<file path="src/rtl/rx_pkg.sv">
package rx_pkg;

  typedef enum logic [1:0] {
    RX_IDLE,
    RX_START,
    RX_DATA,
    RX_STOP
  } rxState_e;

  // strobes from control to datapath
  typedef struct packed {
    logic shiftEn;
    logic loadBuf;
  } rxStrobe_t;

endpackage

</file>
<file path="src/rtl/rx_ctrl.sv">
module rx_ctrl
  import rx_pkg::*;
#(
  parameter int TICKS   = 16,
  parameter int DATA_W  = 8,
  parameter int MIN_LEN = 5,
  parameter int SEL_W   = 2,
  parameter int LEN_W   = $clog2(DATA_W + 1)
) (
  input  logic             clk,
  input  logic             rst,
  input  logic             tickEn,
  input  logic             rxBit,
  input  logic [SEL_W-1:0] charLen,
  output rxStrobe_t        strb,
  output logic [LEN_W-1:0] frameLen
);

  localparam int CNT_W = $clog2(TICKS);
  localparam logic [CNT_W-1:0] MID_CNT  = CNT_W'(TICKS / 2 - 1);
  localparam logic [CNT_W-1:0] LAST_CNT = CNT_W'(TICKS - 1);

  rxState_e         state;
  logic [CNT_W-1:0] tickCnt;
  logic [LEN_W-1:0] bitIdx;

  always_ff @(posedge clk) begin
    if (rst) begin
      state    <= RX_IDLE;
      tickCnt  <= '0;
      bitIdx   <= '0;
      frameLen <= LEN_W'(DATA_W);
    end else if (tickEn) begin
      case (state)
        RX_IDLE: begin
          if (!rxBit) begin
            state   <= RX_START;
            tickCnt <= '0;
          end
        end
        RX_START: begin
          if (tickCnt == MID_CNT) begin
            tickCnt <= '0;
            if (!rxBit) begin
              state    <= RX_DATA;
              bitIdx   <= '0;
              frameLen <= LEN_W'(MIN_LEN) + LEN_W'(charLen);
            end else begin
              state <= RX_IDLE;
            end
          end else begin
            tickCnt <= tickCnt + 1'b1;
          end
        end
        RX_DATA: begin
          if (tickCnt == LAST_CNT) begin
            tickCnt <= '0;
            if (bitIdx == frameLen - 1'b1) state <= RX_STOP;
            else bitIdx <= bitIdx + 1'b1;
          end else begin
            tickCnt <= tickCnt + 1'b1;
          end
        end
        RX_STOP: begin
          if (tickCnt == LAST_CNT) begin
            tickCnt <= '0;
            state   <= RX_IDLE;
          end else begin
            tickCnt <= tickCnt + 1'b1;
          end
        end
        default: state <= RX_IDLE;
      endcase
    end
  end

  always_comb begin
    strb.shiftEn = tickEn && (state == RX_DATA) && (tickCnt == LAST_CNT);
    strb.loadBuf = tickEn && (state == RX_STOP) && (tickCnt == LAST_CNT);
  end

  // a high line in idle never starts a frame
  assert_idle_hold_R2: assert property (@(posedge clk) disable iff (rst)
    (state == RX_IDLE && tickEn && rxBit) |=> (state == RX_IDLE));

  // a start that is high at mid-bit is rejected
  assert_start_reject_R2: assert property (@(posedge clk) disable iff (rst)
    (state == RX_START && tickEn && tickCnt == MID_CNT && rxBit) |=> (state == RX_IDLE));

  // the buffer is loaded only after exactly frameLen data bits
  assert_bit_count_R3: assert property (@(posedge clk) disable iff (rst)
    strb.loadBuf |-> (bitIdx == frameLen - 1'b1));

  assert_strobe_excl_R4: assert property (@(posedge clk) disable iff (rst)
    $onehot0({strb.shiftEn, strb.loadBuf}));

endmodule

</file>
<file path="src/rtl/rx_data.sv">
module rx_data
  import rx_pkg::*;
#(
  parameter int DATA_W      = 8,
  parameter int SYNC_STAGES = 2,
  parameter int LEN_W       = $clog2(DATA_W + 1)
) (
  input  logic              clk,
  input  logic              rst,
  input  logic              serialIn,
  input  logic              loopEn,
  input  logic              loopTxBit,
  input  rxStrobe_t         strb,
  input  logic [LEN_W-1:0]  frameLen,
  input  logic              rdStrobe,
  output logic              rxBit,
  output logic [DATA_W-1:0] rdData,
  output logic              dataReady,
  output logic              overrun
);

  logic              syncOut;
  logic [DATA_W-1:0] shiftReg;
  logic [DATA_W-1:0] rxBuf;

  generate
    if (SYNC_STAGES == 0) begin : g_noSync
      assign syncOut = serialIn;
    end else begin : g_sync
      logic [SYNC_STAGES-1:0] syncChain;
      always_ff @(posedge clk) begin
        if (rst) syncChain <= '1;
        else if (SYNC_STAGES == 1) syncChain <= serialIn;
        else syncChain <= {syncChain[SYNC_STAGES-2:0], serialIn};
      end
      assign syncOut = syncChain[SYNC_STAGES-1];
    end
  endgenerate

  assign rxBit = loopEn ? loopTxBit : syncOut;

  always_ff @(posedge clk) begin
    if (rst) begin
      shiftReg  <= '0;
      rxBuf     <= '0;
      dataReady <= 1'b0;
      overrun   <= 1'b0;
    end else begin
      if (strb.shiftEn) shiftReg <= {rxBit, shiftReg[DATA_W-1:1]};
      if (strb.loadBuf) rxBuf <= shiftReg >> (LEN_W'(DATA_W) - frameLen);
      if (strb.loadBuf) dataReady <= 1'b1;
      else if (rdStrobe) dataReady <= 1'b0;
      if (strb.loadBuf && dataReady && !rdStrobe) overrun <= 1'b1;
      else if (rdStrobe) overrun <= 1'b0;
    end
  end

  assign rdData = rxBuf;

  // a read without a simultaneous load clears the flag
  assert_ready_clear_R5: assert property (@(posedge clk) disable iff (rst)
    (rdStrobe && !strb.loadBuf) |=> !dataReady);

  // the buffer only changes on a load
  assert_buf_hold_R5: assert property (@(posedge clk) disable iff (rst)
    !strb.loadBuf |=> $stable(rdData));

  // overrun only rises when an unread character was pending
  assert_overrun_cause_R9: assert property (@(posedge clk) disable iff (rst)
    $rose(overrun) |-> $past(dataReady));

endmodule

</file>
<file path="src/rtl/serial_rx_unit.sv">
module serial_rx_unit
  import rx_pkg::*;
#(
  parameter int TICKS       = 16,
  parameter int DATA_W      = 8,
  parameter int MIN_LEN     = 5,
  parameter int SEL_W       = 2,
  parameter int SYNC_STAGES = 2
) (
  input  logic              clk,
  input  logic              rst,
  input  logic              tickEn,
  input  logic              serialIn,
  input  logic              loopEn,
  input  logic              loopTxBit,
  input  logic [SEL_W-1:0]  charLen,
  input  logic              rdStrobe,
  output logic [DATA_W-1:0] rdData,
  output logic              dataReady,
  output logic              overrun
);

  localparam int LEN_W = $clog2(DATA_W + 1);

  rxStrobe_t        strb;
  logic [LEN_W-1:0] frameLen;
  logic             rxBit;

  rx_ctrl #(
    .TICKS(TICKS), .DATA_W(DATA_W), .MIN_LEN(MIN_LEN), .SEL_W(SEL_W), .LEN_W(LEN_W)
  ) i_ctrl (
    .clk(clk), .rst(rst), .tickEn(tickEn), .rxBit(rxBit),
    .charLen(charLen), .strb(strb), .frameLen(frameLen)
  );

  rx_data #(
    .DATA_W(DATA_W), .SYNC_STAGES(SYNC_STAGES), .LEN_W(LEN_W)
  ) i_data (
    .clk(clk), .rst(rst), .serialIn(serialIn), .loopEn(loopEn),
    .loopTxBit(loopTxBit), .strb(strb), .frameLen(frameLen),
    .rdStrobe(rdStrobe), .rxBit(rxBit), .rdData(rdData),
    .dataReady(dataReady), .overrun(overrun)
  );

  // data-ready rises only from a stop-bit load
  assert_ready_source_R4: assert property (@(posedge clk) disable iff (rst)
    $rose(dataReady) |-> $past(strb.loadBuf));

  // bits above the captured length are zero after a load
  assert_upper_zero_R6: assert property (@(posedge clk) disable iff (rst)
    strb.loadBuf |=> ((rdData >> $past(frameLen)) == '0));

endmodule

</file>
<file path="config.mk">
export PLATFORM = sky130hd
export DESIGN_NAME = serial_rx_unit
export DESIGN_NICKNAME = d
export VERILOG_FILES = /design/src/rtl/rx_pkg.sv /design/src/rtl/rx_ctrl.sv /design/src/rtl/rx_data.sv /design/src/rtl/serial_rx_unit.sv
export SDC_FILE = /design/constraint.sdc
export NUM_CORES = 1
export LEC_CHECK = 0
export ABC_AREA = 1
export BUFFER_PORTS_ARGS = -buffer_cell sky130_fd_sc_hd__buf_2
export CORE_UTILIZATION = 35
export CTS_CLUSTER_DIAMETER = 60
export DETAILED_ROUTE_END_ITERATION = 10
export GPL_TIMING_DRIVEN = 0
export SYNTH_ARGS = -nofsm -noshare
export SYNTH_HDL_FRONTEND = slang
export SYNTH_SLANG_ARGS = --single-unit
</file>
<file path="constraint.sdc">
create_clock -name clk -period 3.5 [get_ports clk]
set_clock_uncertainty 0.15 [all_clocks]
set_input_delay 0.175 -clock clk [delete_from_list [all_inputs] [get_ports clk]]
set_output_delay 0.175 -clock clk [all_outputs]
set_load 0.005 [all_outputs]
</file>
Word level (Yosys, flattened, before mapping)
Index checks and enable logic that the tools add are counted.
{"block": "word_totals", "latch_bits": 0, "register_bits": 34, "output_inout_bits": 10, "mem_bits_rw": 0, "romBits": 0, "mem_count": 0}
{"block": "classes", "mul": 0, "order_cmp": 0, "div": 0, "bitwise_logic": 1, "eq_ne": 13, "n_shift": 1, "add_sub_neg": 5, "n_mux": 19, "reduce_logical": 16}
{"cell": "2-to-1 mux 4 bit", "n": 6}
{"cell": "2-to-1 mux 2 bit", "n": 6}
{"cell": "case mux 4 bit (3 select lines)", "n": 1}
{"cell": "AND reduction 6 bit", "n": 2}
{"cell": "adder 4 x 1 -> 4 bit (second input constant)", "n": 2}
{"cell": "inequality test 2 x 1 -> 1 bit (second input constant)", "n": 4}
{"cell": "case mux 2 bit (4 select lines)", "n": 1}
{"cell": "case mux 4 bit (2 select lines)", "n": 1}
{"cell": ">> shifter 8 x 4 -> 8 bit", "n": 1}
{"cell": "logical AND 1 bit", "n": 6}
{"cell": "inequality test 2 bit (second input constant)", "n": 3}
{"cell": "nonzero test 2 bit", "n": 3}
{"cell": "adder 3 x 2 -> 4 bit (first input constant)", "n": 1}
{"cell": "== test 2 bit (second input constant)", "n": 2}
{"cell": "== test 4 x 3 -> 1 bit (second input constant)", "n": 1}
{"cell": "== test 4 bit", "n": 1}
{"cell": "== test 4 bit (second input constant)", "n": 1}
{"cell": "2-to-1 mux 1 bit", "n": 4}
{"cell": "AND reduction 4 bit", "n": 1}
{"cell": "subtractor 4 x 1 -> 4 bit (second input constant)", "n": 1}
{"cell": "subtractor 4 bit (first input constant)", "n": 1}
{"cell": "== test 2 x 1 -> 1 bit (second input constant)", "n": 1}
{"cell": "logical NOT 2 bit", "n": 1}
{"cell": "AND reduction 2 bit", "n": 1}
{"cell": "3 further kinds", "n": 3}

Depth between registers and ports, before layout
{"block": "logic_depth", "word_depth": 6, "depth_mapped": 15}

Cells and area by module
Synthesis repeated with hierarchy kept, for this count alone.
{"block": "hier_totals", "cells_unflattened": 282, "hier_area_um2": 1901.8}
{"module": "rx_data", "cells_per_inst": 144, "seq_area_each_um2": 400.4, "n_inst": 1, "area_each_um2": 1049.8}
{"module": "rx_ctrl", "cells_per_inst": 138, "seq_area_each_um2": 280.3, "n_inst": 1, "area_each_um2": 852.1}

Least setup slack after synthesis
OpenSTA, ideal clock, no wires.
{"block": "synth_path", "kind": "flip-flop to flip-flop", "from": "register i_ctrl.frameLen[0]", "to": "register i_ctrl.bitIdx[2]", "synth_period_minus_slack_ns": 1.849, "arrival_ns": 1.631, "setup_time_ns": 0.067, "path_stages_with_launch": 12, "path_slack_ns": 1.651, "path_cell_list": "dfxtp_1 buf_6 inv_4 ha_1 buf_4 xor2_1 nand2_1 nor2_4 nand3_2 nand2_2 nand2_1 a21oi_2"}
{"block": "synth_via", "elab_chain_cells": 4}
{"item": "start, declared", "line": "rx_ctrl.sv:16", "rtl": "output logic [LEN_W-1:0] frameLen"}
{"item": "start signal, assigned", "line": "rx_ctrl.sv:32", "rtl": "frameLen <= LEN_W'(DATA_W);"}
{"item": "start signal, assigned", "line": "rx_ctrl.sv:47", "rtl": "frameLen <= LEN_W'(MIN_LEN) + LEN_W'(charLen);"}
{"item": "subtractor 4 x 1 -> 4 bit", "line": "rx_ctrl.sv:58", "rtl": "if (bitIdx == frameLen - 1'b1) state <= RX_STOP;"}
{"item": "== test 4 bit", "line": "rx_ctrl.sv:58"}
{"item": "inequality test 2 bit (no line)"}
{"item": "AND reduction 6 bit (no line)"}
{"item": "end signal, assigned", "line": "rx_ctrl.sv:59", "rtl": "else bitIdx <= bitIdx + 1'b1;"}
{"item": "end, declared", "line": "rx_ctrl.sv:25", "rtl": "logic [LEN_W-1:0] bitIdx;"}
No other way between the ends.
A chain may end at the register's enable or synchronous reset.

Final worst setup path
{"block": "layout_path", "from": "register i_ctrl.frameLen[0]", "to": "register i_data.rxBuf[0], in the netlist i_data.rdData[0]"}
{"block": "layout_via", "elab_chain_cells": 2}
{"item": "subtractor 4 bit", "line": "rx_data.sv:50", "rtl": "if (strb.loadBuf) rxBuf <= shiftReg >> (LEN_W'(DATA_W) - frameLen);"}
{"item": ">> shifter 8 x 4 -> 8 bit", "line": "rx_data.sv:50"}
{"item": "end signal, assigned", "line": "rx_data.sv:50"}
{"item": "end, declared", "line": "rx_data.sv:24", "rtl": "logic [DATA_W-1:0] rxBuf;"}
No other way between the ends.

==> flow_summary.ini <==
[clock_tree]
cts.sinks = 34
ctsHtreeMaxLevel = 2
cts_resized = 0
cts-root-buf = clkbuf_8
clk_pin_slew_ns = 0.07
cts_buffers = 5
cts_buffer_depth = 2
clkLatencyLatePin_ns = 0.28
cts_tree = done

[yosys]
syn_inst = 257
synth_edf_count = 0
synth-seq-cells = 34
synth_mux_area_share_pct = 1.06
syn_area_per_cell_sq_um = 7.38
synth_top_family_by_area = simple AND/OR/NAND/NOR gates
ys_seq_area_share_pct = 35.9
synth_xor_area_share_pct = 3.17
synth_nets = 276
ys_types = 36
synthArstFlopShare_pct = 0
synthSimpleGateAreaFrac_pct = 31.4
synth_adder_area_share_pct = 6.60
syn_area_sq_mm = 0.00190
synth_compound_area_share_pct = 15.2
yosysWarnings = 0
synthFlopType = dfxtp_1

[sta]
rsz0062_at_grt = no
finalHoldViolCount = 0
fmax_mhz = 493
period_share_pct = 58.0
fin_ws_ns = 1.47
whs_ns = 0.0227
tightest_slew_ns = 0.462
max_slew_margin_pct = 69.2
drv_slew = 0
setup_viol = 0
fin_crit_ns = 2.03
setup-tns-final_ns = 0

[finish]
layout_common_cells = nand2_1, dfxtp_1, nor2_1
fin_area_sq_mm = 0.00218
final_common_cell = nand2_1
syn_to_final_growth_pct = 15.2
n_fill_cell = 546
regArea_sq_um = 681
multi_input_area_sq_mm = 0.00109
antenna_cells = 0
fin_nets = 302
drive_gt1_share_pct = 21.1

[power_and_ir_drop]
p_sw_share_pct = 24.1
switching_power_uw = 181
seq_power_share_pct = 52.4
combPwrFrac_pct = 7.5
p_per_area_mw_per_mm2 = 343
p_leak_uw = 0.000922
ir_worst_vdd_v = 0.000116
p_int_uw = 568
clock_power_share_pct = 40.1

[global_route]
gr-usage-all-layers_pct = 14.4
grt_max_degree = 12
grt_pass1_wl_mm = 6.27
grt_overflow_total = 0
antenna_found_initial = 0
grt_pass1_vias = 1378

[route]
vias_per_cell = 4.64
antenna_left = 0
wirelength_mm = 3.71
drc = 0
wl_per_cell_um = 10.5
dr.pass1.iters = 4
drt_iter0_drc = 92
vias = 1641

[setup_path]
criticalPathCategory = reg2reg
startpoint_type = flip-flop
cp.required_ns = 3.57
end_kind = flip-flop
arrival_ns = 2.09
path_max_fanout = 11

[placement]
io_buffers = 17
pre_cts_slack_ns = 1.46
dpl-instance-area_sq_mm = 0.00207
dpl.hpwl_mm = 2.85
place_congestion = 0.864

[worst_hold_path]
hold_class = in2reg

[die]
die_w_um = 75.6
die_area_sq_mm = 0.00571
core_sq_mm = 0.00517
ios = 19
rows = 26
die_h_um = 75.6
start_util_pct = 36.6

[flow_run]
drv_cap = 0

[run_status]
outcome = complete, no violations
[per-layer routing]
metal,up-vias,GRT usage (%),share of wire [%]
met5,-,0,0
met4,0,4.94,0.24
met3,2,3.04,2.6
met2,24,22.1,43
met1,723,20.0,55
li1,892,-,-
[critical path, stage by stage (launching register included)]
cell and delay, ns:
dfxtp_1 0.33, buf_6 0.15, inv_4 0.08, ha_1 0.28
buf_4 0.15, clkinv_1 0.23, nand2_1 0.12, o21ai_0 0.10
o21ai_0 0.17, nand2_1 0.08, a21oi_1 0.12
[timing repair]
| action | CTS | global route |
|---|---|---|
| endpoints found under the hold margin | 2 | 0 |
| hold buffers | 2 | 0 |
| buffers inserted | 0 | 0 |
[final cells by class]
| type | instances | area share [%] |
|---|---|---|
| multi-input cells | 193 | 49.9 |
| plain buffers | 6 | 1.55 |
| clock buffers | 6 | 3.78 |
| inverters | 24 | 4.24 |
| clock inverters | 2 | 0.573 |
| well taps | 70 | 4.01 |
| repair buffers | 19 | 4.81 |
| flip-flops and latches | 34 | 31.2 |
[kinds of logic (layout without fill, tap and decap cells)]
logic type,count (synthesis),count (layout)
AND/OR/NAND/NOR,127,127
XOR/XNOR,6,6
buffers and inverters,30,57
AO/OA/AOI/OAI,48,48
flip-flops,34,34
adder cells (fa/ha/maj),10,10
multiplexers,2,2
[cell usage after synthesis, drive strengths merged (3+ instances only)]
| library cell | n | area (sq um) |
|---|---|---|
| inv | 22 | 85.1 |
| xor2 | 6 | 60.1 |
| clkbuf | 4 | 15.0 |
| nand3 | 21 | 125 |
| nand2 | 64 | 263 |
| ha | 10 | 125 |
| nand4 | 3 | 18.8 |
| a21oi | 21 | 128 |
| dfxtp | 34 | 681 |
| nor2 | 31 | 129 |
| o21ai | 21 | 113 |
| or2 | 4 | 25.0 |
[state kept, by name (all words and copies together) (netlist names), named ones only]
register / flops
i_ctrl.state: 1
i_data.dataReady: 1
i_data.overrun: 1
i_ctrl.bitIdx: 4
i_data.rdData: 8
i_ctrl.tickCnt: 4
i_data.shiftReg: 8
i_data.g_sync.syncChain: 2
i_ctrl.frameLen: 4
[final timing paths]
kind / from / end / slack, ns / depth (start not counted)
worst min register to register: i_data.g_sync.syncChain[0]$_SDFF_PP1_ / i_data.g_sync.syncChain[1]$_SDFF_PP1_ / 0.27 / 1
worst max register to register: i_ctrl.frameLen[0]$_SDFFE_PP0P_ / i_data.rdData[0]$_SDFFE_PP0P_ / 1.47 / 10
worst min-delay path: rdStrobe / i_data.dataReady$_SDFFE_PP0P_ / 0.02 / 3
worst max-delay path: i_ctrl.frameLen[0]$_SDFFE_PP0P_ / i_data.rdData[0]$_SDFFE_PP0P_ / 1.47 / 10
[power by group through the flow]
stage	logic [uW]	clock network (uW)	registers, uW
2_1_floorplan	38.9	0	401
3_3_place_gp	53.7	0	402
3_5_place_dp	54.1	0	402
4_1_cts	55.8	315	393
5_1_grt	64.3	327	393
6_report	55.9	300	393
[stage by stage]
| stage | instances | utilization [%] | power, uW |
|---|---|---|---|
| floorplan | 257 | - | 440 |
| global placement | 344 | 40.0 | 455 |
| detailed placement | 344 | 40.0 | 456 |
| CTS | 354 | 42.2 | 764 |
| global route | 354 | 42.2 | 785 |
| finish | 354 | 42.2 | 749 |
(Power assumes the default switching activity.)
